### src/rtl/rfs_pkg.sv
package rfs_pkg;

    typedef enum logic [1:0] {
        ROWS_1X = 2'd0,
        ROWS_2X = 2'd1,
        ROWS_4X = 2'd2,
        ROWS_RSV = 2'd3
    } row_size_e;

    // Number of halvings contributed by the row-count select; reserved acts as 4x.
    function automatic logic [1:0] size_shift(input logic [1:0] sel);
        return (sel == ROWS_RSV) ? 2'd2 : sel;
    endfunction

endpackage

### src/rtl/rfs_interval_sel.sv
module rfs_interval_sel
    import rfs_pkg::*;
#(
    parameter int CNT_W = 16
) (
    input  logic [CNT_W-1:0] ivl_long,
    input  logic [1:0]       row_sel,
    input  logic             hot,
    input  logic             gen_short,
    output logic [CNT_W-1:0] eff_ivl
);
    logic [2:0]       halvings;
    logic [CNT_W-1:0] shifted;

    always_comb begin
        halvings = {1'b0, size_shift(row_sel)} + {2'b00, (hot | gen_short)};
        shifted  = ivl_long >> halvings;
        eff_ivl  = (shifted == '0) ? CNT_W'(1) : shifted;
    end

endmodule

### src/rtl/rfs_busy_timer.sv
module rfs_busy_timer #(
    parameter int TRFC_W = 8
) (
    input  logic              clk,
    input  logic              rst_n,
    input  logic              load,
    input  logic [TRFC_W-1:0] trfc,
    output logic              busy
);
    logic [TRFC_W-1:0] left_d, left_q;

    always_comb begin
        left_d = left_q;
        if (load)
            left_d = trfc;
        else if (left_q != '0)
            left_d = left_q - 1'b1;
    end

    always_ff @(posedge clk) begin
        if (!rst_n) left_q <= '0;
        else        left_q <= left_d;
    end

    assign busy = (left_q != '0);

    // an idle window stays idle unless a grant reloads it
    a_r6_idle_stays: assert property (@(posedge clk) disable iff (!rst_n)
        (!busy && !load) |=> !busy);

    // a load of a non-zero window opens it on the next cycle
    a_r6_load_opens: assert property (@(posedge clk) disable iff (!rst_n)
        (load && trfc != '0) |=> busy);

endmodule

### src/rtl/rfs_row_tracker.sv
module rfs_row_tracker
    import rfs_pkg::*;
#(
    parameter int ROW_BASE = 8192,
    parameter int ROW_W    = $clog2(ROW_BASE) + 3
) (
    input  logic             clk,
    input  logic             rst_n,
    input  logic             step,
    input  logic [1:0]       row_sel,
    output logic [ROW_W-1:0] row_grp,
    output logic             sweep_done
);
    typedef struct packed {
        logic [ROW_W-1:0] row;
        logic             sweep;
    } trk_t;

    trk_t             s_d, s_q;
    logic [ROW_W-1:0] last_grp;

    always_comb begin
        last_grp = (ROW_W'(ROW_BASE) << size_shift(row_sel)) - 1'b1;
        s_d      = s_q;
        s_d.sweep = 1'b0;
        if (step) begin
            if (s_q.row >= last_grp) begin
                s_d.row   = '0;
                s_d.sweep = 1'b1;
            end else begin
                s_d.row = s_q.row + 1'b1;
            end
        end
    end

    always_ff @(posedge clk) begin
        if (!rst_n) s_q <= '0;
        else        s_q <= s_d;
    end

    assign row_grp    = s_q.row;
    assign sweep_done = s_q.sweep;

    // a completed sweep always leaves the counter at group zero
    a_r7_sweep_at_zero: assert property (@(posedge clk) disable iff (!rst_n)
        sweep_done |-> (row_grp == '0));

    // without a grant the counter holds its value
    a_r7_hold_no_step: assert property (@(posedge clk) disable iff (!rst_n)
        !step |=> $stable(row_grp) && !sweep_done);

endmodule

### src/rtl/rfs_sched.sv
module rfs_sched
    import rfs_pkg::*;
#(
    parameter int CNT_W    = 16,
    parameter int TRFC_W   = 8,
    parameter int ROW_BASE = 8192,
    parameter int ROW_W    = $clog2(ROW_BASE) + 3
) (
    input  logic              clk,
    input  logic              rst_n,
    input  logic [CNT_W-1:0]  ivl_long,
    input  logic [1:0]        row_sel,
    input  logic              hot,
    input  logic              gen_short,
    input  logic [TRFC_W-1:0] trfc,
    input  logic              ref_gnt,
    input  logic              sr_req,
    output logic              ref_req,
    output logic              busy,
    output logic [ROW_W-1:0]  row_grp,
    output logic              sweep_done,
    output logic              sr_ack
);
    typedef struct packed {
        logic [CNT_W-1:0] cnt;
        logic             req;
        logic             sr;
    } sch_t;

    sch_t             s_d, s_q;
    logic [CNT_W-1:0] eff_ivl;
    logic             expire;
    logic             take;
    logic             sr_enter;
    logic             sr_exit;

    rfs_interval_sel #(.CNT_W(CNT_W)) u_ivl (
        .ivl_long (ivl_long),
        .row_sel  (row_sel),
        .hot      (hot),
        .gen_short(gen_short),
        .eff_ivl  (eff_ivl)
    );

    rfs_busy_timer #(.TRFC_W(TRFC_W)) u_busy (
        .clk  (clk),
        .rst_n(rst_n),
        .load (take),
        .trfc (trfc),
        .busy (busy)
    );

    rfs_row_tracker #(.ROW_BASE(ROW_BASE), .ROW_W(ROW_W)) u_rows (
        .clk       (clk),
        .rst_n     (rst_n),
        .step      (take),
        .row_sel   (row_sel),
        .row_grp   (row_grp),
        .sweep_done(sweep_done)
    );

    always_comb begin
        take     = ref_gnt && s_q.req && !s_q.sr;
        expire   = !s_q.sr && (s_q.cnt >= (eff_ivl - 1'b1));
        sr_enter = sr_req && !s_q.sr && !busy && !take;
        sr_exit  = s_q.sr && !sr_req;

        s_d = s_q;
        if (s_q.sr) begin
            // timer frozen while the device refreshes itself
            if (sr_exit) begin
                s_d.sr  = 1'b0;
                s_d.req = 1'b1;
                s_d.cnt = '0;
            end
        end else begin
            s_d.cnt = expire ? '0 : s_q.cnt + 1'b1;
            if (expire)
                s_d.req = 1'b1;
            else if (take)
                s_d.req = 1'b0;
            if (sr_enter) begin
                s_d.sr  = 1'b1;
                s_d.req = 1'b0;
            end
        end
    end

    always_ff @(posedge clk) begin
        if (!rst_n) s_q <= '0;
        else        s_q <= s_d;
    end

    assign ref_req = s_q.req;
    assign sr_ack  = s_q.sr;

    // no controller refresh is requested during self-refresh
    a_r9_quiet_in_sr: assert property (@(posedge clk) disable iff (!rst_n)
        sr_ack |-> !ref_req);

    // a pending request survives every cycle without a grant or self-refresh
    a_r4_req_held: assert property (@(posedge clk) disable iff (!rst_n)
        (ref_req && !ref_gnt && !sr_req) |=> ref_req);

    // leaving self-refresh always produces a request
    a_r10_exit_request: assert property (@(posedge clk) disable iff (!rst_n)
        (sr_ack && !sr_req) |=> (ref_req && !sr_ack));

    // entry is refused while a refresh window is open
    a_r9_no_entry_busy: assert property (@(posedge clk) disable iff (!rst_n)
        (!sr_ack && busy) |=> !sr_ack);

endmodule

### config.mk
export PLATFORM = sky130hd
export DESIGN_NAME = rfs_sched
export DESIGN_NICKNAME = d
export VERILOG_FILES = /design/src/rtl/rfs_pkg.sv /design/src/rtl/rfs_interval_sel.sv /design/src/rtl/rfs_busy_timer.sv /design/src/rtl/rfs_row_tracker.sv /design/src/rtl/rfs_sched.sv
export SDC_FILE = /design/constraint.sdc
export NUM_CORES = 1
export LEC_CHECK = 0
export BUFFER_PORTS_ARGS = -buffer_cell sky130_fd_sc_hd__buf_2
export CORE_ASPECT_RATIO = 0.9
export CORE_MARGIN = 2
export CORE_UTILIZATION = 58
export DETAILED_ROUTE_END_ITERATION = 12
export PLACE_DENSITY_LB_ADDON = 0.25
export SYNTH_ARGS = -nofsm -noshare
export SYNTH_HDL_FRONTEND = slang
export SYNTH_SLANG_ARGS = --single-unit
### constraint.sdc
create_clock -name clk -period 6.05 [get_ports clk]
set_input_delay 0.605 -clock clk [delete_from_list [all_inputs] [get_ports clk]]
set_output_delay 0.605 -clock clk [all_outputs]
set_load 0.02 [all_outputs]
==> impl_metrics.env, run 1 <==
export IMPL_seqPwrFrac_pct=37.1
export IMPL_hold_path_class="reg2reg"
export IMPL_worst_path_buf_inv=2
export IMPL_period_share_pct=90.8
export IMPL_leakage_nw=1.74
export IMPL_period_needed_ns=5.49
export IMPL_cp_required_ns=6.26
export IMPL_seq_area_um2=861
export IMPL_drc=0
export IMPL_skew_ns=0.0129
export IMPL_area_growth_pct=10.6
export IMPL_worstSkewPairLatency_ns=0.30
export IMPL_yosys_area_top_type="dfxtp_1"
export IMPL_portBuffers=51
export IMPL_drv_cap=0
export IMPL_drtPass1Iterations=4
export IMPL_hold_viol=0
export IMPL_crit_chain="buf_2, nor2b_1, ha_1, xor2_4, mux4_1, and3_4, o21ai_2, nor4_1, nor2b_1, ha_1, nand2_1, or2_4, nor3_4, a311oi_1, a21oi_1, ha_1, nand4_1, nor2_1, a211o_1, a31oi_1, buf_4, nand3_1, o311ai_1"
export IMPL_tightestPinTransition_ns=0.761
export IMPL_rsz0062_at_grt="false"
export IMPL_nNetsFinal=519
export IMPL_numCtsBuffers=5
export IMPL_drv_slew=0
export IMPL_start_util_pct=58.9
export IMPL_setup_violations_final=0
export IMPL_yosysUniqueCellTypes=66
export IMPL_coreArea_um2=6010
export IMPL_crit_type="in2reg"
export IMPL_grt_pass1_vias=2909
export IMPL_cp_slowest_stage_delay_ns=0.66
export IMPL_hold_buffers=0
export IMPL_comb_power_share_pct=42.6
export IMPL_grt_first_pass_wirelength_um=13300
export IMPL_wl_per_cell_um=14.4
export IMPL_yosysSeqAreaShare_pct=24.3
export IMPL_cp_slowest_cell="mux4_1"
export IMPL_critPathLaunchType="input pin"
export IMPL_max_slew_margin_rel_pct=48.7
export IMPL_tritoncts="done"
export IMPL_critPathTopFamily="simple AND/OR/NAND/NOR gates"
export IMPL_clock_root_buffer="clkbuf_8"
export IMPL_routed_wl_um=7720
export IMPL_pwr_share_clk_pct=20.2
export IMPL_drt_first_iter_violations=90
export IMPL_final_setup_tns_ns=0
export IMPL_netlist_instances=417
export IMPL_place_congestion=0.886
export IMPL_path_clk_slew_ns=0.09
export IMPL_synth_nets=474
export IMPL_cts_max_level=2
export IMPL_peakVddDrop_mv=0.112
export IMPL_die_h_um=78.2
export IMPL_fmax_mhz=182
export IMPL_die_w_um=86.4
export IMPL_cts_resized=0
export IMPL_antenna_cells=0
export IMPL_gr_total_overflow=0
export IMPL_syn_cell_area_um2=3540
export IMPL_vias=3163
export IMPL_cts_sinks=43
export IMPL_pre_cts_ws_ns=0.227
export IMPL_cellInternalPower_uw=573
export IMPL_drive_gt1_share_pct=19.0
export IMPL_critical_path_arrival_ns=5.71
export IMPL_grt_max_degree=36
export IMPL_crit_fanout=19
export IMPL_ys_flop_type="dfxtp_1"
export IMPL_synth_edf_count=0
export IMPL_multiInputGateArea_um2=2550
export IMPL_die_area_um2=6750
export IMPL_setup_slack_ns=0.556
export IMPL_ys_ff_latch=43
export IMPL_via_per_inst=5.91
export IMPL_ant_nets=0
export IMPL_fillers=521
export IMPL_status="completed"
export IMPL_grt_usage_pct=23.9
export IMPL_power_uw=919
export IMPL_worstSetupEndpointType="flip-flop"
export IMPL_power_density_nw_per_um2=234
export IMPL_synthTopCellsByArea="dfxtp_1, ha_1, mux2i_1"
export IMPL_io_pins=52
export IMPL_netlist_area_leader_share_pct=24.3
export IMPL_dp_hpwl_um=5870
export IMPL_postCtsSetupRepairBufs=0
export IMPL_fin_util_pct=65.2
export IMPL_cpMostUsedCell="ha_1"
export IMPL_yosysWarnings=0
export IMPL_clockBufferDepth=2
export IMPL_antenna_found_initial=0
export IMPL_switchingPower_uw=345
export IMPL_async_reset_ff_share_pct=0
export IMPL_rows=27
export IMPL_syn_area_per_cell_um2=8.50
export IMPL_power_share_switching_pct=37.6
[final timing paths]
check	start	end	slack (ns)	cells past startpoint
worst max register to register	s_q[2]$_SDFFE_PN0P_	s_q[17]$_SDFFE_PN0P_	3.55	10
worst min register to register	ref_req$_SDFFE_PN0P_	ref_req$_SDFFE_PN0P_	0.49	2
worst min-delay path	ref_req$_SDFFE_PN0P_	ref_req$_SDFFE_PN0P_	0.49	2
worst max-delay path	row_sel[1]	s_q[17]$_SDFFE_PN0P_	0.56	23
[final cells by class]
cell class,instances,area share [%]
Inverter,8,0.766
Multi-Input combinational cell,347,65.1
Timing Repair Buffer,57,7.66
Clock buffer,6,1.85
Tap cell,72,2.30
Sequential cell,43,22.0
Clock inverter,2,0.319
[sequential cells by signal, indices dropped and copies added, names as in the netlist]
name	flops
u_rows.row_grp	16
ref_req	1
sr_ack	1
u_busy.left_q	8
s_q	16
u_rows.sweep_done	1
[metrics by stage]
step | instances | hold slack [ns] | instance area, um^2
final | 535 | 0.492 | 3920
after CTS | 535 | 0.495 | 3920
after global placement | 527 | 0.466 | 3830
after detailed placement | 527 | 0.485 | 3830
after global routing | 535 | 0.517 | 3920
after floorplan | 417 | 0.473 | 3540
[metal layers]
metal / track usage (%) / up-vias / share of wire, %
li1: - / 1611 / -
met1: 33.3 / 1459 / 49
met2: 38.0 / 77 / 46
met3: 3.58 / 16 / 4.3
met4: 7.50 / 0 / 1.5
met5: 0 / - / 0
[power by group through the flow]
stage                     Clock [mW]  Combinational (mW)  Sequential (mW)
after floorplan                    0               0.311            0.345
after global placement             0               0.376            0.346
after detailed placement           0               0.389            0.347
after CTS                      0.187               0.392            0.340
after global routing           0.201               0.446            0.344
final                          0.186               0.392            0.341
[cells in the final DEF (no fill, tap or decap), drive strengths merged, types with 8 or more instances in the layout]
| master | synthesis | layout |
|---|---|---|
| ha | 25 | 25 |
| and3 | 8 | 8 |
| a21oi | 8 | 8 |
| nand2 | 51 | 51 |
| xnor2 | 15 | 15 |
| dfxtp | 43 | 43 |
| nor3 | 11 | 11 |
| inv | 8 | 8 |
| o21ai | 16 | 16 |
| nor2 | 46 | 46 |
| nand3 | 18 | 18 |
| xor2 | 19 | 19 |
| mux4 | 9 | 9 |
| nand4 | 12 | 12 |
| mux2i | 24 | 24 |
| buf | 7 | 57 |
[cell usage after synthesis (4+ instances only)]
| cell | n |
|---|---|
| ha_1 | 25 |
| nor3_1 | 9 |
| xor2_1 | 18 |
| and2_1 | 7 |
| mux2i_1 | 24 |
| a211oi_1 | 6 |
| o211a_1 | 6 |
| clkbuf_1 | 11 |
| inv_1 | 7 |
| a21oi_1 | 8 |
| a21o_1 | 4 |
| and3_1 | 7 |
| nand2b_1 | 4 |
| o21ai_0 | 15 |
| xnor2_1 | 14 |
| nand2_1 | 51 |
| nand3_1 | 18 |
| mux4_2 | 7 |
| nor2b_1 | 5 |
| nor2_1 | 46 |
| a41oi_1 | 6 |
| dfxtp_1 | 43 |
| o211ai_1 | 5 |
| nand4_1 | 12 |
[tightest hold or removal path, cell delays in order (launching register included)]
cell and delay (ns):
dfxtp_1 0.34, nand2_1 0.06, a21oi_1 0.06
[cells by family after synthesis]
logic type | count (synthesis) | synth area share (%)
AO/OA/AOI/OAI | 69 | 14.0
adder cells (fa/ha/maj) | 25 | 8.82
buffers and inverters | 27 | 3.71
other | 1 | 0.106
multiplexers | 38 | 14.5
XOR/XNOR | 34 | 9.14
AND/OR/NAND/NOR | 180 | 25.4
flip-flops | 43 | 24.3
(Power assumes the default switching activity.)
==> run 2, diff against run 1 <==
==> constraint.sdc (replaced) <==
create_clock -name clk -period 6.05 [get_ports clk]
set_input_delay 0.9075 -clock clk [delete_from_list [all_inputs] [get_ports clk]]
set_output_delay 0.9075 -clock clk [all_outputs]
set_load 0.02 [all_outputs]
==> run 2 against run 1 <==
  * Final area increased by 2.1%
  * Via count grew 1.2%
  * Combinational power rose by 2%
  * Clock power rose by 11%
  * Register-to-register slack hardly changed
  * Critical endpoint is now s_q[12]$_SDFFE_PN0P_
  * Largest cell class unchanged
  * Highest routed layer unchanged
==> impl_metrics.env, run 2 (same netlist as run 1, synthesis figures left out) <==
export IMPL_power_density_nw_per_um2=236
export IMPL_grt_pass1_vias=2878
export IMPL_leakage_nw=1.78
export IMPL_clockBufferDepth=2
export IMPL_drtPass1Iterations=4
export IMPL_period_share_pct=92.4
export IMPL_tritoncts="done"
export IMPL_io_pins=52
export IMPL_ant_nets=0
export IMPL_cp_required_ns=6.28
export IMPL_status="completed"
export IMPL_peakVddDrop_mv=0.112
export IMPL_coreArea_um2=6010
export IMPL_routed_wl_um=7840
export IMPL_numCtsBuffers=5
export IMPL_dp_hpwl_um=5860
export IMPL_drive_gt1_share_pct=20.5
export IMPL_power_uw=945
export IMPL_hold_viol=0
export IMPL_cts_sinks=43
export IMPL_clock_root_buffer="clkbuf_8"
export IMPL_rsz0062_at_grt="false"
export IMPL_crit_type="in2reg"
export IMPL_grt_max_degree=36
export IMPL_drv_cap=0
export IMPL_cp_slowest_stage_delay_ns=0.52
export IMPL_worstSkewPairLatency_ns=0.30
export IMPL_critPathLaunchType="input pin"
export IMPL_gr_total_overflow=0
export IMPL_vias=3200
export IMPL_drc=0
export IMPL_crit_chain="buf_2, or2_2, ha_1, buf_12, mux2_1, mux4_2, nand3b_4, nor4_2, nor2b_1, ha_1, nand2_1, or2_4, nor3_4, a311oi_1, a21oi_1, ha_1, nand4_1, nor2_1, a211o_1, a31oi_1, buf_4, a41oi_1, mux2i_1"
export IMPL_skew_ns=0.00778
export IMPL_antenna_found_initial=0
export IMPL_nNetsFinal=525
export IMPL_portBuffers=51
export IMPL_setup_violations_final=0
export IMPL_drv_slew=0
export IMPL_path_clk_slew_ns=0.09
export IMPL_place_congestion=0.844
export IMPL_cpMostUsedCell="ha_1"
export IMPL_max_slew_margin_rel_pct=46.5
export IMPL_die_w_um=86.4
export IMPL_start_util_pct=58.9
export IMPL_crit_fanout=21
export IMPL_period_needed_ns=5.59
export IMPL_die_area_um2=6750
export IMPL_critical_path_arrival_ns=5.82
export IMPL_cp_slowest_cell="mux4_2"
export IMPL_grt_usage_pct=23.8
export IMPL_die_h_um=78.2
export IMPL_postLayoutCellArea_um2=4000
export IMPL_hold_path_class="reg2reg"
export IMPL_via_per_inst=5.91
export IMPL_area_growth_pct=12.9
export IMPL_final_cell_mix="nand2_1, buf_2, nor2_1"
export IMPL_tightestPinTransition_ns=0.794
export IMPL_drt_first_iter_violations=139
export IMPL_wl_per_cell_um=14.5
export IMPL_rows=27
export IMPL_hold_buffers=0
export IMPL_worstSetupEndpointType="flip-flop"
export IMPL_place_area_um2=3860
export IMPL_cts_max_level=2
export IMPL_grt_first_pass_wirelength_um=13300
export IMPL_antenna_cells=0
export IMPL_fmax_mhz=179
export IMPL_final_setup_tns_ns=0
-- run 2: changes by cell type in the layout (fill, tap and decap cells not counted), sizes merged --
cell | previous run | this run
clkbuf | 6 | 7
clkinv | 1 | 0
buf | 57 | 63
-- run 2: metal layers --
metal | routed length, um | global-route usage (%) | vias to the layer above
met5 | 0 | 0 | -
met4 | 51 | 4.53 | 0
met3 | 372 | 4.31 | 6
met2 | 3680 | 38.8 | 75
met1 | 3740 | 33.2 | 1502
li1 | - | - | 1617
-- run 2: path summary, 6_finish.rpt --
| check | endpoint | slack (ns) | from | cells after the start |
|---|---|---|---|---|
| max | s_q[12]$_SDFFE_PN0P_ | 0.46 | gen_short | 23 |
| min | ref_req$_SDFFE_PN0P_ | 0.49 | ref_req$_SDFFE_PN0P_ | 2 |
| max reg2reg | s_q[12]$_SDFFE_PN0P_ | 3.55 | s_q[2]$_SDFFE_PN0P_ | 10 |
| min reg2reg | ref_req$_SDFFE_PN0P_ | 0.49 | ref_req$_SDFFE_PN0P_ | 2 |
-- run 2: repair_timing --
action | CTS | global route
buffers inserted | 0 | 4
gates resized for setup | 0 | 1
endpoints found under the setup margin | 0 | 5
-- run 2: worst max-delay path, delay by kind of cell --
kind	cells	cell delay [ns]
adder cells (fa/ha/maj)	3	0.86
multiplexers	3	1.06
AND/OR/NAND/NOR	9	1.34
AO/OA/AOI/OAI	5	1.11
buffers and inverters	3	0.56
-- run 2: report_power, final --
| group | total, mW | switching [mW] | internal (mW) |
|---|---|---|---|
| Combinational | 0.398 | 0.212 | 0.186 |
| Sequential | 0.341 | 0.0286 | 0.312 |
| Clock | 0.206 | 0.102 | 0.104 |
-- run 2: cell type report --
class / count / area, um^2
Sequential cell: 43 / 861
Tap cell: 72 / 90.1
Inverter: 8 / 30.0
Fill cell: 541 / 2010
Timing Repair Buffer: 63 / 358
Multi-Input combinational cell: 347 / 2560
Clock buffer: 7 / 96.3
Clock inverter: 1 / 7.51
-- run 2: through the flow --
step,util (%),setup WS [ns],hold WS (ns),cells
after floorplan,-,0.337,0.473,417
after global placement,64.2,0.288,0.467,529
after detailed placement,64.2,0.0819,0.475,529
after CTS,65.9,0.407,0.488,537
after global routing,66.5,0.113,0.507,541
final,66.5,0.459,0.485,541
